==> src/rtl/dacfe_pkg.sv <==
package dacfe_pkg;
  // Kind of write decoded on the cycle a completed write is seen
  typedef enum logic [1:0] {
    WK_NONE = 2'd0,
    WK_FULL = 2'd1,
    WK_LOW  = 2'd2,
    WK_HIGH = 2'd3
  } wr_kind_t;

  // Split mode is used when the bus cannot carry the whole code
  function automatic bit split_mode(input int code_w, input int bus_w);
    return bus_w < code_w;
  endfunction
endpackage

==> src/rtl/dacfe_strobe_sync.sv <==
module dacfe_strobe_sync #(
  parameter int STAGES = 2
) (
  input  logic clk,
  input  logic rst_n,
  input  logic wr_n,
  input  logic cs_n,
  input  logic ldac_n,
  output logic wr_event,
  output logic ldac_on
);
  localparam int LAST = STAGES - 1;

  // Bit 0 wr_n, bit 1 cs_n, bit 2 ldac_n; all idle high
  logic [2:0] stage_q [STAGES];
  logic       wr_prev_q;

  always_ff @(posedge clk or negedge rst_n) begin
    if (!rst_n) begin
      for (int i = 0; i < STAGES; i++) stage_q[i] <= 3'b111;
      wr_prev_q <= 1'b1;
    end else begin
      stage_q[0] <= {ldac_n, cs_n, wr_n};
      for (int i = 1; i < STAGES; i++) stage_q[i] <= stage_q[i-1];
      wr_prev_q <= stage_q[LAST][0];
    end
  end

  // Completed write: sampled strobe rose while sampled select is low
  assign wr_event = stage_q[LAST][0] & ~wr_prev_q & ~stage_q[LAST][1];
  assign ldac_on  = ~stage_q[LAST][2];

  // a completed write is a single-cycle event
  a_r10_single_event: assert property (@(posedge clk) disable iff (!rst_n)
    wr_event |=> !wr_event);
endmodule

==> src/rtl/dacfe_input_reg.sv <==
module dacfe_input_reg
  import dacfe_pkg::*;
#(
  parameter int CODE_W = 12,
  parameter int BUS_W  = 8
) (
  input  logic              clk,
  input  logic              areset_n,
  input  logic              wr_event,
  input  logic              hi_sel,
  input  logic [BUS_W-1:0]  bus_data,
  output logic [CODE_W-1:0] in_q
);
  wr_kind_t kind;

  if (!split_mode(CODE_W, BUS_W)) begin : g_full
    assign kind = wr_event ? WK_FULL : WK_NONE;

    always_ff @(posedge clk or negedge areset_n) begin
      if (!areset_n)           in_q <= '0;
      else if (kind == WK_FULL) in_q <= bus_data[CODE_W-1:0];
    end

    // a full write lands the whole bus word
    a_r7_full_load: assert property (@(posedge clk) disable iff (!areset_n)
      wr_event |=> in_q == $past(bus_data[CODE_W-1:0]));
  end else begin : g_split
    localparam int HI_W = CODE_W - BUS_W;
    logic [BUS_W-1:0] lo_q;
    logic [HI_W-1:0]  hi_q;

    always_comb begin
      if (!wr_event)   kind = WK_NONE;
      else if (hi_sel) kind = WK_HIGH;
      else             kind = WK_LOW;
    end

    always_ff @(posedge clk or negedge areset_n) begin
      if (!areset_n)           lo_q <= '0;
      else if (kind == WK_LOW) lo_q <= bus_data;
    end

    always_ff @(posedge clk or negedge areset_n) begin
      if (!areset_n)            hi_q <= '0;
      else if (kind == WK_HIGH) hi_q <= bus_data[HI_W-1:0];
    end

    assign in_q = {hi_q, lo_q};

    // each part write leaves the other part untouched
    a_r6_low_keeps_high: assert property (@(posedge clk) disable iff (!areset_n)
      (wr_event && !hi_sel) |=> $stable(in_q[CODE_W-1:BUS_W]));
    a_r6_high_keeps_low: assert property (@(posedge clk) disable iff (!areset_n)
      (wr_event && hi_sel) |=> $stable(in_q[BUS_W-1:0]));
    a_r6_high_source: assert property (@(posedge clk) disable iff (!areset_n)
      (wr_event && hi_sel) |=> in_q[CODE_W-1:BUS_W] == $past(bus_data[HI_W-1:0]));
  end

  // without a completed write the input register holds
  a_r2_idle_hold: assert property (@(posedge clk) disable iff (!areset_n)
    !wr_event |=> $stable(in_q));
endmodule

==> src/rtl/dacfe_dac_reg.sv <==
module dacfe_dac_reg #(
  parameter int CODE_W = 12
) (
  input  logic              clk,
  input  logic              areset_n,
  input  logic              load,
  input  logic [CODE_W-1:0] in_q,
  output logic [CODE_W-1:0] dac_q
);
  always_ff @(posedge clk or negedge areset_n) begin
    if (!areset_n) dac_q <= '0;
    else if (load) dac_q <= in_q;
  end

  // no load, no change at the converter
  a_r3_dac_hold: assert property (@(posedge clk) disable iff (!areset_n)
    !load |=> $stable(dac_q));
  // a load cycle copies the input register
  a_r4_transfer: assert property (@(posedge clk) disable iff (!areset_n)
    load |=> dac_q == $past(in_q));
endmodule

==> src/rtl/dac_front.sv <==
module dac_front #(
  parameter int CODE_W = 12,
  parameter int BUS_W  = 8,
  parameter int STAGES = 2
) (
  input  logic              clk,
  input  logic              rst_n,
  input  logic              clr_n,
  input  logic              cs_n,
  input  logic              wr_n,
  input  logic              ldac_n,
  input  logic              hi_sel,
  input  logic [BUS_W-1:0]  bus_data,
  input  logic              pd_in,
  input  logic              gain_in,
  output logic [CODE_W-1:0] code_out,
  output logic              pd_flag,
  output logic              gain_flag
);
  logic              wr_event;
  logic              ldac_on;
  logic              reg_rst_n;
  logic [CODE_W-1:0] in_q;

  // Either power-on reset or clear empties both code registers
  assign reg_rst_n = rst_n & clr_n;

  dacfe_strobe_sync #(.STAGES(STAGES)) u_sync (
    .clk      (clk),
    .rst_n    (rst_n),
    .wr_n     (wr_n),
    .cs_n     (cs_n),
    .ldac_n   (ldac_n),
    .wr_event (wr_event),
    .ldac_on  (ldac_on)
  );

  dacfe_input_reg #(.CODE_W(CODE_W), .BUS_W(BUS_W)) u_in (
    .clk      (clk),
    .areset_n (reg_rst_n),
    .wr_event (wr_event),
    .hi_sel   (hi_sel),
    .bus_data (bus_data),
    .in_q     (in_q)
  );

  dacfe_dac_reg #(.CODE_W(CODE_W)) u_dac (
    .clk      (clk),
    .areset_n (reg_rst_n),
    .load     (ldac_on),
    .in_q     (in_q),
    .dac_q    (code_out)
  );

  always_ff @(posedge clk or negedge rst_n) begin
    if (!rst_n) begin
      pd_flag   <= 1'b0;
      gain_flag <= 1'b0;
    end else begin
      pd_flag   <= pd_in;
      gain_flag <= gain_in;
    end
  end

  // power-down flag tracks its request one cycle late
  a_r8_pd_follow: assert property (@(posedge clk) disable iff (!rst_n)
    1'b1 |=> pd_flag == $past(pd_in));
  // gain flag tracks its select one cycle late
  a_r9_gain_follow: assert property (@(posedge clk) disable iff (!rst_n)
    1'b1 |=> gain_flag == $past(gain_in));
  // clear held low means a zero code
  a_r5_clear_zero: assert property (@(posedge clk)
    !clr_n |-> code_out == '0);
endmodule

==> config.mk <==
export PLATFORM = sky130hd
export DESIGN_NAME = dac_front
export DESIGN_NICKNAME = d
export VERILOG_FILES = /design/src/rtl/dacfe_pkg.sv /design/src/rtl/dacfe_strobe_sync.sv /design/src/rtl/dacfe_input_reg.sv /design/src/rtl/dacfe_dac_reg.sv /design/src/rtl/dac_front.sv
export SDC_FILE = /design/constraint.sdc
export NUM_CORES = 1
export LEC_CHECK = 0
export BUFFER_PORTS_ARGS = -buffer_cell sky130_fd_sc_hd__buf_2
export CAP_MARGIN = 20
export CORE_ASPECT_RATIO = 0.9
export CORE_MARGIN = 2
export CORE_UTILIZATION = 50
export DETAILED_ROUTE_END_ITERATION = 16
export PLACE_DENSITY = 0.73
export SLEW_MARGIN = 20
export SYNTH_ARGS = -nofsm -noshare
export SYNTH_HDL_FRONTEND = slang
export SYNTH_SLANG_ARGS = --single-unit
==> constraint.sdc <==
create_clock -name clk -period 1.6 [get_ports clk]
set_input_delay 0.16 -clock clk [delete_from_list [all_inputs] [get_ports clk]]
set_output_delay 0.16 -clock clk [all_outputs]
set_load 0.01 [all_outputs]
; After elaboration in Yosys (flattened, before gate mapping)
; Index checks and enable logic that the tools add are counted.
; W data, S select, Z words.
[classes]
mux = 2
bitwise = 5
eq_ne = 2
[ops]
columns = cell, n
row1 = $eq A2 B2 Y1 const B, 2
row2 = $and A1 B1 Y1, 3
row3 = $mux W2, 1
row4 = $not A1 Y1, 2
row5 = $mux W1, 1
[word_totals]
in_bits = 17
ff_bits = 33
out_inout_bits = 14
word_cells = 17

; Longest topological paths before layout
; Gate-level depths: netlist of the first run.
[depth]
word_depth = 5
ltp_mapped = 2
ltp_nobuf = 2

; By module
; A second synthesis of the first run with hierarchy kept.
[hier_totals]
cells_unflattened = 64
hier_area_um2 = 1234.9
[modules_own_cells]
columns = mod, seq_area_each_um2, instances, area_each_um2, cells_each
row1 = dacfe_input_reg, 300.3, 1, 494.2, 27
row2 = dacfe_dac_reg, 300.3, 1, 484.2, 25
row3 = dacfe_strobe_sync, 183.9, 1, 200.2, 9
row4 = dac_front, 50.0, 1, 56.3, 3

; Worst setup path after synthesis of the first run
; OpenSTA, ideal clock, no wires.
[synth_timing]
kind = register -> register
startpoint = reg u_sync.stage_q[0] (netlist bit)
endpoint = reg u_in.g_split.lo_q[0]
setup_slack_ns = 0.197
required_ns = 1.475
path_stages_with_launch = 3
setup_time_ns = 0.125
period_less_slack_ns = 1.403
t_arrival_ns = 1.278
n_path_buf = 0
cell_sequence = dfstp_2 nor4b_4 mux2_2
[synth_between]
elab_chain_cells = 4
[synth_lines]
columns = item, line
row1 = from (decl), dacfe_strobe_sync.sv:15  ; logic [2:0] stage_q [STAGES];
row2 = $and A1 B1 Y1 (2 in series), dacfe_strobe_sync.sv:30  ; assign wr_event = stage_q[LAST][0] & ~wr_prev_q & ~stage_q[LAST][1];
row3 = $mux W2, dacfe_input_reg.sv:33  ; if (!wr_event) kind = WK_NONE;
row4 = $eq A2 B2 Y1, dacfe_input_reg.sv:40  ; else if (kind == WK_LOW) lo_q <= bus_data;
row5 = to (signal assigned), dacfe_input_reg.sv:40
row6 = to (decl), dacfe_input_reg.sv:29  ; logic [BUS_W-1:0] lo_q;
; No other way between the ends.
; A chain may end at the register's enable or synchronous reset.

; Worst setup path in the final report of the first run
[layout_timing]
startpoint = reg u_sync.stage_q[0] (netlist bit)
endpoint = reg u_in.g_split.lo_q[1]
; Same word-level chain as after synthesis.

==> results of run 1 <==
per-layer routing:
metal	vias to the layer above	track usage (%)	part of all wire, %
met5	-	0	0
met4	0	11.3	1.8
met3	4	8.48	7.0
met2	22	28.0	52
met1	344	20.5	39
li1	302	-	-
critical path: cells and delay by family, from the launching register on:
family / cells / cell delay, ns
buf+inv: 1 / 0.21
flops: 1 / 0.56
mux: 1 / 0.34
simple gates: 1 / 0.18
sequential cells by signal (all words and copies together), names as in the netlist:
name,count
u_in.g_split.hi_q,4
u_sync.wr_prev_q,1
u_dac.dac_q,12
gain_flag,1
u_in.g_split.lo_q,8
pd_flag,1
u_sync.stage_q,6
cells in the final DEF, fill, tap and decap left out, drive strengths merged:
master / synthesis / final
dfstp: 7 / 7
dfrtp: 26 / 26
mux2: 24 / 24
nor4b: 1 / 1
and4bb: 1 / 1
buf: 1 / 32
and2: 1 / 1
dlygate4sd3: 0 / 7
clkbuf: 0 / 8
worst min path at each step:
| stage | start | end | slack (ns) |
|---|---|---|---|
| floorplan | rst_n | gain_flag | -0.14 |
| global placement | rst_n | gain_flag | 0.02 |
| detailed placement | rst_n | gain_flag | 0.03 |
| CTS | bus_data[5] | u_in.g_split.lo_q[5] | 0.05 |
| global route | bus_data[6] | u_in.g_split.lo_q[6] | 0.05 |
| finish | bus_data[5] | u_in.g_split.lo_q[5] | 0.07 |
power groups by stage:
| stage | clock network [µW] | logic (µW) | registers [µW] |
|---|---|---|---|
| CTS | 491 | 344 | 1090 |
| global placement | 0 | 317 | 1090 |
| floorplan | 0 | 155 | 1120 |
| finish | 470 | 336 | 1080 |
| global route | 532 | 371 | 1110 |
| detailed placement | 0 | 330 | 1100 |
kinds of logic (layout without fill, tap and decap cells):
logic type | after synthesis | after routing
and+or+nand+nor | 3 | 3
muxes | 24 | 24
DFF | 33 | 33
buffers and inverters | 1 | 47
cell usage after synthesis, drive strengths merged:
library cell   n  area (µm²)
nor4b          1        23.8
dfrtp         26         651
and2           1        6.26
and4bb         1        16.3
mux2          24         270
dfstp          7         184
buf            1        5.00
stage by stage:
step | std cells | instance area [µm²]
2_1_floorplan | 61 | 1160
3_3_place_gp | 119 | 1350
3_5_place_dp | 119 | 1350
4_1_cts | 134 | 1480
5_1_grt | 134 | 1480
6_report | 134 | 1480
final cells by class:
class | count | area [µm²]
clock buffers | 8 | 58.8
fillers | 158 | 703
multi-input cells | 27 | 317
flip-flops and latches | 33 | 835
well taps | 27 | 33.8
repair buffers | 39 | 235
==> summary.md, run 1 <==
| Metric | Value |
|---|---|
| Post-Synth Adder-Cell Area | 0% |
| CP max stage cell | dfstp_2 |
| Area share of xor/xnor cells in the synthesized design | 0% |
| Tmin final | 1.39 ns |
| CTS resizes | 0 |
| Cell area power density | 1280 nW/µm² |
| Nature of the critical path endpoint | flip-flop |
| Int Pwr | 1420 µW |
| Setup Skew | 0.00692 ns |
| Number of global-route vias before repair | 724 |
| Clock net sink count | 33 |
| Fmax achieved | 717 MHz |
| FF-to-FF End | u_in.g_split.lo_q[1] |
| CORE AREA | 2180 µm² |
| Post-route setup slack | 0.206 ns |
| HP Class | in2reg |
| Gr usage total | 18.4% |
| Synth Instances | 61 |
| Syn Nets | 78 |
| Area added between synthesis and finish | 27.9% |
| Max Cap Viol | 0 |
| Pins Over Slew Limit | 0 |
| Simple logic cell fraction of the synthesized area | 4.00% |
| Syn Area/Cell | 19.0 µm² |
| Rows | 16 |
| IO Pins | 31 |
| P_sw | 472 µW |
| DR WL/cell | 14.6 µm |
| Net count, final | 123 |
| Worst reg2reg path depth | 3 |
| Endpoints failing setup | 0 |
| Critical-path cell list | nor4b_4 -> buf_4 -> mux2_2 |
| Main combinational cell family by area after synthesis | multiplexers |
| Via count | 672 |
| Flop pwr share | 57.3% |
| Die Area | 2710 µm² |
| Routed wire length | 1960 µm |
| Mux cell area share after synthesis | 23.4% |
| IO Port Bufs | 30 |
| Max-Slew Margin vs Limit | 79.7% |
| Mapped cell area | 1160 µm² |
| Worst Setup EP | u_in.g_split.lo_q[1] |
| N_diodes | 0 |
| Post-DP HPWL | 1380 µm |
| Post-DR vias/cell | 5.01 |
| GP Congestion | 0.627 |
| Worst vdd ir | 0.000808 V |
| Ratio of cells with drive above 1 in the final layout | 66.4% |
| Sw frac | 25.0% |
| Post-CTS setup buffer count | 0 |
| Origin of the critical flop-to-flop path | u_sync.stage_q[0] |
| Synth cell types | 7 |
| Gr ovfl total | 0 |
| Pre-CTS setup slack | 0.210 ns |
| Nature of the critical path startpoint | flip-flop |
| Outcome | completed |
| Largest net degree at the start of global routing | 25 |
| Ys Warns | 0 |
| Initial antenna violation count | 0 |
| Drt drc | 0 |
| Combinational power share | 17.8% |
| Hold-fix buffers, CTS | 7 |
| Post-synthesis compound-gate area fraction | 0% |
| Clock power share | 24.9% |
| DR iter-0 viols | 1 |
| Worst Path Max Fanout | 8 |
| Fin crit share | 87.2% |
| R2R Setup Slk | 0.21 ns |
| Final Util | 67.8% |
| Max incr delay on CP | 0.56 ns |
| Leakage | 0.000700 µW |
| Die height | 49.6 µm |
| CTS tree | done |
| Fin Hold WS | 0.0654 ns |
| Arr. time, crit path | 1.60 ns |
| Yosys reg bits | 33 |
| Setup TNS | 0 ns |
| Clock H-tree levels | 2 |
| Worst hold path stage count | 2 |
| CTS Root Cell | clkbuf_4 |
| RSZ-0062 raised after global routing | false |
| Worst path required time | 1.81 ns |
| Starting Density | 53.0% |
| Final hold violations | 0 |
| First-pass GRT wire length | 3270 µm |
| Final ANT Viol Nets | 0 |
| CTS buffer count | 5 |
| Clk pin slew, worst setup/hold paths | 0.10 ns |
| CP Launch Point | u_sync.stage_q[0] |
| Worst-margin pin slew | 0.304 ns |
| Total power draw | 1890 µW |
| Worst-Skew Late Latency | 0.32 ns |
| CTS max path bufs | 2 |
| Sequential-to-total area share from yosys stat | 72.2% |
| Drt first pass iters | 2 |
| Die width | 54.7 µm |
| Worst setup path category | reg2reg |
(Power assumes the default switching activity.)
==> run 2: changes to the inputs <==
RECOVER_POWER = 100   (was not set)
==> run 2 against run 1 <==
First-iteration DRC count is 100% higher. Die area unchanged. Sequential power hardly changed. Count of clock-buffer cells in the layout stayed put. Sequential share of layout area is 0.97 points higher. Non-clock buffer count stayed put. Fmax down 0.64%. Clock skew increased by 0.00060 ns. Largest cell class unchanged. Largest power group unchanged.
==> summary.md, run 2 (same netlist as run 1, synthesis figures left out) <==
| Metric | Value |
|---|---|
| Outcome | completed (unchanged) |
| Int Pwr | 1390 µW (was 1420 µW) |
| Most common cell after layout, fill and taps aside | dfrtp_1 (was buf_2) |
| RSZ-0062 raised after global routing | false (unchanged) |
| Net count, final | 123 (unchanged) |
| Tmin final | 1.40 ns (was 1.39 ns) |
| Cell area power density | 1280 nW/µm² (about the same) |
| Most frequent cells in the layout | dfrtp_1, mux2_2, clkbuf_1, buf_2, dlygate4sd3_1 (was buf_2, dfrtp_1, mux2_2, dlygate4sd3_1, dfstp_2) |
| Pins Over Slew Limit | 0 (unchanged) |
| Nature of the critical path endpoint | flip-flop (unchanged) |
| Rows | 16 (unchanged) |
| CTS buffer count | 5 (unchanged) |
| Drt drc | 0 (unchanged) |
| Worst-Skew Late Latency | 0.32 ns (about the same) |
| Die height | 49.6 µm (unchanged) |
| CTS tree | done (unchanged) |
| Arr. time, crit path | 1.61 ns (was 1.60 ns) |
| CTS Root Cell | clkbuf_4 (unchanged) |
| IO Port Bufs | 30 (unchanged) |
| Area of the multi-input gates | 313 µm² (was 317 µm²) |
| Top flop regs | u_dac.dac_q x12, u_in.g_split.lo_q x8, u_sync.stage_q x6 (unchanged) |
| Ratio of cells with drive above 1 in the final layout | 49.5% (was 66.4%) |
| Worst-margin pin slew | 0.573 ns (was 0.304 ns) |
| Die width | 54.7 µm (unchanged) |
| Hold-fix buffers, CTS | 7 (unchanged) |
| Largest register FFs | 12 (unchanged) |
| Gr usage total | 18.4% (unchanged) |
| Max Cap Viol | 0 (unchanged) |
| Worst hold path stage count | 2 (unchanged) |
| Final ANT Viol Nets | 0 (unchanged) |
| Leakage | 0.000656 µW (was 0.000700 µW) |
| Die Area | 2710 µm² (unchanged) |
| Final non-filler cell total | 134 (unchanged) |
| Setup TNS | 0 ns (unchanged) |
| N_diodes | 0 (unchanged) |
| Routed wire length | 1950 µm (was 1960 µm) |
| Total power draw | 1870 µW (was 1890 µW) |
| CTS max path bufs | 2 (unchanged) |
| Fin crit share | 87.7% (was 87.2%) |
| Worst vdd ir | 0.000794 V (was 0.000808 V) |
| Register area | 835 µm² (unchanged) |
| Fill count | 165 (was 158) |
| Via count | 673 (was 672) |
| Worst reg2reg path depth | 3 (unchanged) |
| Largest net degree at the start of global routing | 25 (unchanged) |
| IO Pins | 31 (unchanged) |
| First-pass GRT wire length | 3270 µm (unchanged) |
| Number of global-route vias before repair | 724 (unchanged) |
| Clk pin slew, worst setup/hold paths | 0.10 ns (about the same) |
| Flop pwr share | 58.1% (was 57.3%) |
| P_sw | 473 µW (was 472 µW) |
| Area added between synthesis and finish | 25.8% (was 27.9%) |
| GP Congestion | 0.627 (unchanged) |
| Final hold violations | 0 (unchanged) |
| Worst Path Max Fanout | 8 (unchanged) |
| Drt first pass iters | 2 (unchanged) |
| DR WL/cell | 14.6 µm (about the same) |
| Post-DP HPWL | 1380 µm (unchanged) |
| Nature of the critical path startpoint | flip-flop (unchanged) |
| HP Class | in2reg (unchanged) |
| Placed Cells | 119 (unchanged) |
| DR iter-0 viols | 2 (was 1) |
| Clock power share | 25.1% (was 24.9%) |
| CTS resizes | 0 (unchanged) |
| Setup Skew | 0.00752 ns (was 0.00692 ns) |
| Initial antenna violation count | 0 (unchanged) |
| Endpoints failing setup | 0 (unchanged) |
| Combinational power share | 16.7% (was 17.8%) |
| Sw frac | 25.4% (was 25.0%) |
| Worst path required time | 1.81 ns (about the same) |
| CORE AREA | 2180 µm² (unchanged) |
| Post-CTS setup buffer count | 0 (unchanged) |
| Worst setup path category | reg2reg (unchanged) |
| Fmax achieved | 713 MHz (was 717 MHz) |
| Reg with most FFs | u_dac.dac_q (unchanged) |
| Clock H-tree levels | 2 (unchanged) |
| Clock net sink count | 33 (unchanged) |
| Starting Density | 53.0% (unchanged) |
| Gr ovfl total | 0 (unchanged) |
| Max-Slew Margin vs Limit | 61.8% (was 79.7%) |
| Post-DR vias/cell | 5.02 (was 5.01) |
## run 2: cell types whose count changed in the layout (fill, tap and decap cells not counted), sizes merged
cell / delta
buf: -16
clkbuf: +16
## run 2: worst max-delay path: stages, from the launching register on
cell	delay (ns)
dfstp_1	0.55
nor4b_4	0.19
buf_4	0.21
mux2_2	0.34
## run 2: area by class of cell
class	count	area share (%)
Clock buffer	8	4.04
Tap cell	27	2.32
Sequential cell	33	57.4
Timing Repair Buffer	39	14.7
Multi-Input combinational cell	27	21.5
## run 2: stage by stage
step	cell area (µm²)	hold WS [ns]	setup WS [ns]	utilization [%]
after global placement	1350	0.0158	0.255	61.9
after detailed placement	1350	0.0256	0.210	61.9
after floorplan	1160	-0.136	0.197	-
after global routing	1450	0.0455	0.0796	66.6
after CTS	1480	0.0470	0.200	67.8
final	1450	0.0649	0.197	66.6
## run 2: routing by layer
layer	vias up	part of all wire, %	global-route usage (%)
met1	344	39	20.5
met3	4	7.3	8.48
met2	22	52	28.0
met5	-	0	0
li1	303	-	-
met4	0	1.8	11.3
## run 2: power by group through the flow
stage | Sequential [µW] | Combinational (µW) | Clock (µW)
6_report | 1080 | 312 | 469
3_5_place_dp | 1100 | 330 | 0
5_1_grt | 1110 | 345 | 532
4_1_cts | 1090 | 344 | 491
2_1_floorplan | 1120 | 155 | 0
3_3_place_gp | 1090 | 317 | 0
## run 2: worst paths after layout
kind                                   start  slack (ns)              endpoint
max                        u_sync.stage_q[0]        0.20  u_in.g_split.lo_q[1]
min                              bus_data[5]        0.06  u_in.g_split.lo_q[5]
max reg2reg                u_sync.stage_q[0]        0.20  u_in.g_split.lo_q[1]
max in group asynchronous              rst_n        0.28        u_dac.dac_q[9]
min reg2reg                u_sync.stage_q[4]        0.36     u_sync.stage_q[1]
min in group asynchronous              rst_n        0.30               pd_flag
